## config.mk

```make
export PLATFORM = sky130hd
export DESIGN_NAME = rs_syndrome_calc
export DESIGN_NICKNAME = d
export VERILOG_FILES = /design/src/rtl/rs_syn_pkg.sv /design/src/rtl/rs_gf_cmul.sv /design/src/rtl/rs_syn_cell.sv /design/src/rtl/rs_syn_ctrl.sv /design/src/rtl/rs_syndrome_calc.sv
export SDC_FILE = /design/constraint.sdc
export NUM_CORES = 1
export LEC_CHECK = 0
export BUFFER_PORTS_ARGS = -buffer_cell sky130_fd_sc_hd__buf_4
export CORE_MARGIN = 2
export CORE_UTILIZATION = 59
export CTS_CLUSTER_DIAMETER = 30
export DETAILED_ROUTE_END_ITERATION = 10
export HOLD_SLACK_MARGIN = 0.15
export PLACE_DENSITY = 0.76
export SETUP_SLACK_MARGIN = 0.3
export SLEW_MARGIN = 10
export SYNTH_ARGS = -nofsm -noshare
export SYNTH_HDL_FRONTEND = slang
export SYNTH_SLANG_ARGS = --single-unit
export TNS_END_PERCENT = 20
```

## constraint.sdc

```tcl
create_clock -name clk -period 3.1 [get_ports clk]
set_input_delay 0.155 -clock clk [delete_from_list [all_inputs] [get_ports clk]]
set_output_delay 0.155 -clock clk [all_outputs]
set_load 0.1 [all_outputs]
```

## src/rtl/rs_syn_pkg.sv

```systemverilog
package rs_syn_pkg;

  localparam int unsigned GF_W = 8;

  // Multiply two field elements; poly holds the low GF_W bits of the field polynomial.
  function automatic logic [GF_W-1:0] gf_mul(input logic [GF_W-1:0] a,
                                             input logic [GF_W-1:0] b,
                                             input logic [GF_W:0]   poly);
    logic [GF_W-1:0] prod;
    logic [GF_W-1:0] sh;
    prod = '0;
    sh   = a;
    for (int i = 0; i < GF_W; i++) begin
      if (b[i]) prod = prod ^ sh;
      sh = {sh[GF_W-2:0], 1'b0} ^ (sh[GF_W-1] ? poly[GF_W-1:0] : '0);
    end
    return prod;
  endfunction

  // alpha (= x) raised to a small exponent
  function automatic logic [GF_W-1:0] gf_alpha_pow(input int unsigned e,
                                                   input logic [GF_W:0] poly);
    logic [GF_W-1:0] r;
    r = GF_W'(1);
    for (int unsigned k = 0; k < e; k++) r = gf_mul(r, GF_W'(2), poly);
    return r;
  endfunction

endpackage

```

## src/rtl/rs_gf_cmul.sv

```systemverilog
module rs_gf_cmul
  import rs_syn_pkg::*;
#(
  parameter int unsigned  K_EXP      = 1,
  parameter logic [GF_W:0] FIELD_POLY = 9'h11D
) (
  input  logic [GF_W-1:0] din,
  output logic [GF_W-1:0] dout
);

  localparam logic [GF_W-1:0] KVAL = gf_alpha_pow(K_EXP, FIELD_POLY);

  logic [GF_W-1:0] terms [GF_W];

  generate
    for (genvar i = 0; i < GF_W; i++) begin : g_col
      localparam logic [GF_W-1:0] COL = gf_mul(GF_W'(1) << i, KVAL, FIELD_POLY);
      assign terms[i] = din[i] ? COL : '0;
    end
  endgenerate

  always_comb begin
    dout = '0;
    for (int i = 0; i < GF_W; i++) dout = dout ^ terms[i];
  end

endmodule

```

## src/rtl/rs_syn_cell.sv

```systemverilog
module rs_syn_cell
  import rs_syn_pkg::*;
#(
  parameter int unsigned   ROOT_EXP   = 1,
  parameter logic [GF_W:0] FIELD_POLY = 9'h11D
) (
  input  logic            clk,
  input  logic            rst,
  input  logic            in_valid,
  input  logic            in_sof,
  input  logic [GF_W-1:0] in_sym,
  output logic [GF_W-1:0] acc_next
);

  logic [GF_W-1:0] acc;
  logic [GF_W-1:0] acc_scaled;

  rs_gf_cmul #(.K_EXP(ROOT_EXP), .FIELD_POLY(FIELD_POLY)) u_cmul (
    .din  (acc),
    .dout (acc_scaled)
  );

  always_comb acc_next = in_sof ? in_sym : (acc_scaled ^ in_sym);

  always_ff @(posedge clk) begin
    if (rst)           acc <= '0;
    else if (in_valid) acc <= acc_next;
  end

  assert_sof_load_R7: assert property (@(posedge clk) disable iff (rst)
    (in_valid && in_sof) |=> (acc == $past(in_sym)));

  assert_gap_hold_R6: assert property (@(posedge clk) disable iff (rst)
    !in_valid |=> (acc == $past(acc)));

endmodule

```

## src/rtl/rs_syn_ctrl.sv

```systemverilog
module rs_syn_ctrl #(
  parameter int unsigned N_SYM = 204
) (
  input  logic clk,
  input  logic rst,
  input  logic in_valid,
  input  logic in_sof,
  input  logic in_eof,
  output logic accept_eof
);

  localparam int unsigned CNT_W = $clog2(N_SYM + 1);

  logic [CNT_W-1:0] sym_cnt;

  assign accept_eof = in_valid && in_eof;

  always_ff @(posedge clk) begin
    if (rst)                     sym_cnt <= '0;
    else if (in_valid && in_sof) sym_cnt <= CNT_W'(1);
    else if (in_valid)           sym_cnt <= sym_cnt + CNT_W'(1);
  end

  assert_len_eof_R11: assert property (@(posedge clk) disable iff (rst)
    (in_valid && in_eof && !in_sof) |-> (sym_cnt == CNT_W'(N_SYM - 1)));

endmodule

```

## src/rtl/rs_syndrome_calc.sv

```systemverilog
module rs_syndrome_calc
  import rs_syn_pkg::*;
#(
  parameter int unsigned   N_SYM      = 204,
  parameter int unsigned   N_ROOTS    = 16,
  parameter int unsigned   FIRST_ROOT = 1,
  parameter logic [GF_W:0] FIELD_POLY = 9'h11D
) (
  input  logic                    clk,
  input  logic                    rst,
  input  logic                    in_valid,
  input  logic                    in_sof,
  input  logic                    in_eof,
  input  logic [GF_W-1:0]         in_sym,
  output logic                    syn_valid,
  output logic [N_ROOTS*GF_W-1:0] syn_bank,
  output logic                    err_flag
);

  logic [GF_W-1:0] acc_next [N_ROOTS];
  logic            accept_eof;
  logic            any_nz;

  rs_syn_ctrl #(.N_SYM(N_SYM)) u_ctrl (
    .clk        (clk),
    .rst        (rst),
    .in_valid   (in_valid),
    .in_sof     (in_sof),
    .in_eof     (in_eof),
    .accept_eof (accept_eof)
  );

  generate
    for (genvar g = 0; g < N_ROOTS; g++) begin : g_cell
      rs_syn_cell #(.ROOT_EXP(FIRST_ROOT + g), .FIELD_POLY(FIELD_POLY)) u_cell (
        .clk      (clk),
        .rst      (rst),
        .in_valid (in_valid),
        .in_sof   (in_sof),
        .in_sym   (in_sym),
        .acc_next (acc_next[g])
      );
    end
  endgenerate

  always_comb begin
    any_nz = 1'b0;
    for (int g = 0; g < N_ROOTS; g++) any_nz = any_nz | (|acc_next[g]);
  end

  always_ff @(posedge clk) begin
    if (rst) begin
      syn_valid <= 1'b0;
      syn_bank  <= '0;
      err_flag  <= 1'b0;
    end else begin
      syn_valid <= accept_eof;
      if (accept_eof) begin
        for (int g = 0; g < N_ROOTS; g++) syn_bank[g*GF_W +: GF_W] <= acc_next[g];
        err_flag <= any_nz;
      end
    end
  end

  assert_done_cause_R3: assert property (@(posedge clk) disable iff (rst)
    syn_valid |-> $past(in_valid && in_eof));

  assert_flag_or_R4: assert property (@(posedge clk) disable iff (rst)
    syn_valid |-> (err_flag == (syn_bank != '0)));

  assert_bank_hold_R9: assert property (@(posedge clk) disable iff (rst)
    (!$past(rst) && !$past(in_valid && in_eof)) |-> ($stable(syn_bank) && $stable(err_flag)));

endmodule

```

# Yosys cells after proc, flatten, opt, wreduce, memory -nomap -nowiden

Index checks and enable logic that the tools add are counted.
W data, S select, Z words.

Mux-type cells: 144
Bitwise operators: 143
Reduce and logical (&&, ||, !) cells: 17

Operators by type and width:

| operator            | number |
|---|---|
| $mux W8             | 61 |
| $xor A8 B8 Y8       | 57 |
| $xor A8 B7 Y8       | 27 |
| $mux W7             | 30 |
| $xor A8 B6 Y8       | 24 |
| $mux W6             | 27 |
| $xor A8 B5 Y8       | 17 |
| $reduce_or A8 Y1    | 16 |
| $mux W5             | 20 |
| $xor A8 B4 Y8       | 2 |
| $or A1 B1 Y1        | 15 |
| $mux W4             | 3 |
| $xor A8 B3 Y8       | 1 |
| $mux W3             | 2 |
| $mux W2             | 1 |
| $logic_and A1 B1 Y1 | 1 |

Bits in registers: 258
Input port bits: 13
Output and inout bits: 130
Logic and storage cells: 323

# Logic depth before layout (Yosys ltp)

Depth in word-level cells: 26
Mapped depth: 10
Mapped depth without buffers: 8

# Hierarchy

A second synthesis with hierarchy kept.

Cell total of the unflattened synthesis: 1630
Area total of the unflattened synthesis: 16450.8 um^2

Modules (own cells, without submodules):

| module                                     | instances | cells an instance | area each (um^2) | seq. area each (um^2) |
|---|---|---|---|---|
| rs_syn_cell                                | 16        | 59                | 586.8            | 160.2 |
| rs_syndrome_calc                           | 1         | 462               | 4814.6           | 2602.5 |
| rs_gf_cmul at g_cell[12].u_cell.u_cmul ... | 2         | 16                | 161.4            | 0.0 |
| rs_gf_cmul at g_cell[15].u_cell.u_cmul     | 1         | 16                | 171.4            | 0.0 |
| rs_gf_cmul at g_cell[7].u_cell.u_cmul      | 1         | 17                | 171.4            | 0.0 |
| rs_gf_cmul at g_cell[14].u_cell.u_cmul     | 1         | 16                | 168.9            | 0.0 |
| rs_gf_cmul at g_cell[13].u_cell.u_cmul     | 1         | 15                | 167.7            | 0.0 |
| rs_gf_cmul at g_cell[10].u_cell.u_cmul     | 1         | 15                | 166.4            | 0.0 |
| rs_gf_cmul at g_cell[11].u_cell.u_cmul     | 1         | 14                | 157.7            | 0.0 |
| rs_gf_cmul at g_cell[6].u_cell.u_cmul      | 1         | 16                | 147.6            | 0.0 |
| rs_gf_cmul at g_cell[9].u_cell.u_cmul      | 1         | 15                | 146.4            | 0.0 |
| rs_gf_cmul at g_cell[5].u_cell.u_cmul      | 1         | 15                | 138.9            | 0.0 |
| rs_gf_cmul at g_cell[4].u_cell.u_cmul      | 1         | 13                | 120.1            | 0.0 |
| rs_gf_cmul at g_cell[3].u_cell.u_cmul      | 1         | 12                | 110.1            | 0.0 |
| +4 rows                                    | -         | -                 | -                | - |

# Least setup slack after synthesis

Ideal clock, no wire load.

Path kind: register to register
Start point: register g_cell[1].u_cell.acc[6]
End point: register err_flag
Setup time: 134 ps
Arrival: 2017 ps
Required time: 2966 ps
Setup slack: 949 ps
Cell stages (with the launch flop): 10
Clock period less this slack: 2151 ps
Path through: dfxtp_1 > clkbuf_1 > xor2_1 > mux2i_1 > xor2_1 > nand3_1 > nor4_1 > nand3_1 > nor4_1 > a211oi_1

Cells in the longest elaborated chain, start to end: 21

Ends and longest elaborated chain:

| item                       | line                   | source |
|---|---|---|
| start, declared            | rs_syn_cell.sv:15      | `logic [GF_W-1:0] acc;` |
| start signal, assigned     | rs_syn_cell.sv:27      | `else if (in_valid) acc <= acc_next;` |
| $mux W5                    | rs_gf_cmul.sv:18       | `assign terms[i] = din[i] ? COL : '0;` |
| $xor A8 B5 Y8              | rs_gf_cmul.sv:24       | `for (int i = 0; i < GF_W; i++) dout = dout ^ terms[i];` |
| $xor A8 B6 Y8              | rs_gf_cmul.sv:24       |  |
| $xor A8 B8 Y8              | rs_syn_cell.sv:23      | `always_comb acc_next = in_sof ? in_sym : (acc_scaled ^ in_sym);` |
| $mux W8                    | rs_syn_cell.sv:23      |  |
| $reduce_or A8 Y1           | rs_syndrome_calc.sv:48 | `for (int g = 0; g < N_ROOTS; g++) any_nz = any_nz \| (\|acc_next[g]);` |
| $or A1 B1 Y1 (15 in a row) | rs_syndrome_calc.sv:48 |  |
| end signal, assigned       | rs_syndrome_calc.sv:60 | `err_flag <= any_nz;` |
| end, declared              | rs_syndrome_calc.sv:17 | `output logic err_flag` |

No other way between the ends.
A chain may end at the register's enable or synchronous reset.

# Worst setup path after layout

Start point: register g_cell[5].u_cell.acc[6]
End point: register err_flag

Cells in the longest elaborated chain, start to end: 17

Ends and longest elaborated chain:

| item                       | line |
|---|---|
| start, declared            | rs_syn_cell.sv:15 |
| start signal, assigned     | rs_syn_cell.sv:27 |
| $mux W8                    | rs_gf_cmul.sv:18 |
| $xor A8 B8 Y8 (2 in a row) | rs_gf_cmul.sv:24 |
| $xor A8 B8 Y8              | rs_syn_cell.sv:23 |
| $mux W8                    | rs_syn_cell.sv:23 |
| $reduce_or A8 Y1           | rs_syndrome_calc.sv:48 |
| $or A1 B1 Y1 (11 in a row) | rs_syndrome_calc.sv:48 |

No other way between the ends.

==> run_results.csv <==
group,metric,value,unit
clocking,cts.sinks,258,
run_status,run_status,"finished clean",
route,drt-total-wl,34.1,mm
worst_setup_path,r2r-end,"err_flag$_SDFFE_PP0P_",
worst_setup_path,worstPathArrival,2.99,ns
power_and_ir_drop,ir_drop,463,uV
finish,fin_nets,1614,
clocking,clkTransAtPathRegs,0.05,ns
worst_setup_path,rrSetupSlack,0.52,ns
global_routing,antenna_found_initial,0,
synthesis,synth_area_leaders,"dfxtp_1, a211oi_1, xnor2_1",
route,vias,11000,
timing,relSlewSlack,22.8,%
finish,nFillCells,1619,
worst_setup_path,worstPathRequired,3.52,ns
global_routing,grt_overflow,0,
synthesis,synth-edff-count,0,
timing,fin_skew,0.0179,ns
placement,pre_cts_slack,0.511,ns
floorplan,die_width,154,um
synthesis,synth_top_area_share,38.9,%
floorplan,die_area,23700,sq um
route,drc,0,
route,wl_per_cell,17.7,um
power_and_ir_drop,p_leak,6.26,nW
timing,max_slew.worst_pin.slew,1.16,ns
placement,portBuffers,142,
hold_path,min_path_type,"in -> reg",
finish,utilization,74.0,%
clocking,cts_buffer_depth,3,
job,cap_violations,0,
timing,setup_viol,0,
timing,fmax,388,MHz
floorplan,rows,54,
timing,rsz0062_at_grt,"false",
synthesis,yosysSeqAreaShare,38.9,%
worst_setup_path,r2r_cells,8,
clocking,cts_max_level,2,
global_routing,grt_pass1_wl,54.8,mm
synthesis,syn_area,13300,sq um
worst_setup_path,r2r_start,"g_cell[5].u_cell.acc[6]$_SDFFE_PP0P_",
synthesis,postSynth.asyncResetShare,0,%
synthesis,ys_warn_count,0,
clocking,ctsRootBufferMaster,"clkbuf_16",
route,avgViaCountPerCell,5.71,
finish,design_area,16200,sq um
synthesis,syn_avg_cell_area,8.78,sq um
global_routing,grt_pass1_vias,10400,
synthesis,synthCells,1511,
worst_setup_path,crit_path_end_kind,"flip-flop",
worst_setup_path,critPathCapture,"err_flag$_SDFFE_PP0P_",
timing,fin_setup_tns,0,ns
clocking,cts_tree,"yes",
synthesis,synth_top_flop_cell,"dfxtp_1",
worst_setup_path,cpPeakStageDelay,0.46,ns
global_routing,track_usage,28.5,%
worst_setup_path,cp-startpoint,"g_cell[5].u_cell.acc[6]$_SDFFE_PP0P_",
global_routing,grt_max_degree,119,
synthesis,synth_cell_types,39,
timing,fin_ws,0.521,ns
route,drt_first_iter_violations,816,
worst_setup_path,cp_slowest_cell,"xnor2_1",
clocking,clk_latency,0.55,ns
placement,gp_congestion,0.849,
worst_setup_path,crit_path_cell_trace,"xor2_1 > xnor2_1 > nor2_1 > xnor2_1 > nand4_1 > or4_1 > nor4_2 > a211oi_1",
synthesis,synth-seq-cells,258,
finish,drive_gt1_share,16.4,%
floorplan,pin_count,143,
worst_setup_path,start_kind,"flip-flop",
finish,insertedDiodeCount,0,
worst_setup_path,cp_max_fo,3,
placement,detailed_place_hpwl,21.8,mm
worst_setup_path,worstSetupPathType,"reg -> reg",
clocking,cts_buffers,51,
floorplan,chipHeight,154,um
route,first_pass_iters,5,
finish,fin_cells,1922,
placement,placed_area,14400,sq um
floorplan,core-area,22000,sq um
timing,final-hold-violation-count,0,
route,ant_nets,0,
finish,syn_to_final_growth,22.4,%
timing,maxSlewViolCount,0,
synthesis,synth_most_common_cell,"nor2_1",
synthesis,synth_top_area_cell,"dfxtp_1",
timing,fin_crit,2.58,ns
placement,place_inst,1825,
timing,finalCritPeriodShare,83.2,%
synthesis,synth_fp_nets,1524,
synthesis,synth_top_cells_by_count,"nor2_1, dfxtp_1, a211oi_1",
power_and_ir_drop,power_density,810,nW/um^2
worst_setup_path,critPathMostFrequentCell,"xnor2_1",
floorplan,start_util,60.5,%
registers in the layout, indices dropped and copies added (netlist names):
name	count
g_cell.u_cell.acc	128
syn_valid	1
err_flag	1
syn_bank	128
cell usage in the layout (no fill, tap or decap), types with 10 or more instances in the layout:
| cell type | n |
|---|---|
| xnor2_1 | 217 |
| xnor3_1 | 25 |
| and2_1 | 21 |
| buf_4 | 166 |
| a211oi_1 | 254 |
| nor2b_1 | 20 |
| nand4_1 | 18 |
| nor2_1 | 361 |
| xor2_1 | 62 |
| or3_1 | 14 |
| clkbuf_16 | 52 |
| o21ai_0 | 22 |
| nand2b_1 | 11 |
| dfxtp_1 | 258 |
| nand2_1 | 10 |
per-layer routing:
layer  up-vias  part of all wire, %  GRT usage (%)
met5         -                    0              0
met4         0                  3.7           12.3
li1       5419                    -              -
met3        89                  6.2           5.78
met1      5114                   44           38.2
met2       353                   46           44.7
timing repair:
| action | in CTS | in global routing |
|---|---|---|
| buffers inserted | 0 | 0 |
| hold buffers | 3 | 0 |
| gates resized for setup | 0 | 0 |
| endpoints found under the setup margin | 0 | 0 |
| hold endpoints to repair | 26 | 0 |
per-stage QoR:
stage          hold WS, ns  total power [mW]
5_1_grt              0.278              13.7
3_5_place_dp         0.456              7.62
6_report             0.246              13.2
3_3_place_gp         0.473              7.57
2_1_floorplan        0.292              6.84
4_1_cts              0.234              13.2
cells by family after synthesis:
family | Yosys count | synth area share (%)
mux | 9 | 0.679
compound gates | 295 | 16.2
flops | 258 | 38.9
buf+inv | 141 | 4.32
xor+xnor | 307 | 23.0
simple gates | 501 | 16.9
final cells by class:
| cell class | instances | area, sq um | share of cell area (%) |
|---|---|---|---|
| clock buffers | 66 | 1430 | 8.83 |
| clock inverters | 28 | 334 | 2.06 |
| inverters | 1 | 3.75 | 0.0231 |
| multi-input cells | 1112 | 7540 | 46.4 |
| flip-flops and latches | 258 | 5160 | 31.8 |
| well taps | 280 | 350 | 2.16 |
| repair buffers | 177 | 1420 | 8.75 |
where the power goes:
group          switching (mW)  internal (mW)
clock network            1.85           3.70
registers               0.322           3.63
logic                    2.35           1.31
total                    4.52           8.64
critical path, delay by kind of cell (launching register included):
kind,cells,cell delay (ns)
xor+xnor,3,0.96
compound gates,1,0.10
simple gates,4,1.01
flops,1,0.37
worst min path at each step:
stage	startpoint	to	slack (ns)	cells past startpoint
floorplan	in_valid	syn_valid$_SDFF_PP0_	0.29	2
global placement	in_eof	syn_valid$_SDFF_PP0_	0.47	3
detailed placement	in_eof	syn_valid$_SDFF_PP0_	0.46	3
CTS	rst	syn_bank[51]$_SDFFE_PP0P_	0.23	2
global route	in_sym[2]	g_cell[2].u_cell.acc[2]$_SDFFE_PP0P_	0.28	3
finish	rst	syn_bank[51]$_SDFFE_PP0P_	0.25	2
Note: power is estimated with default switching activity, not from simulation.
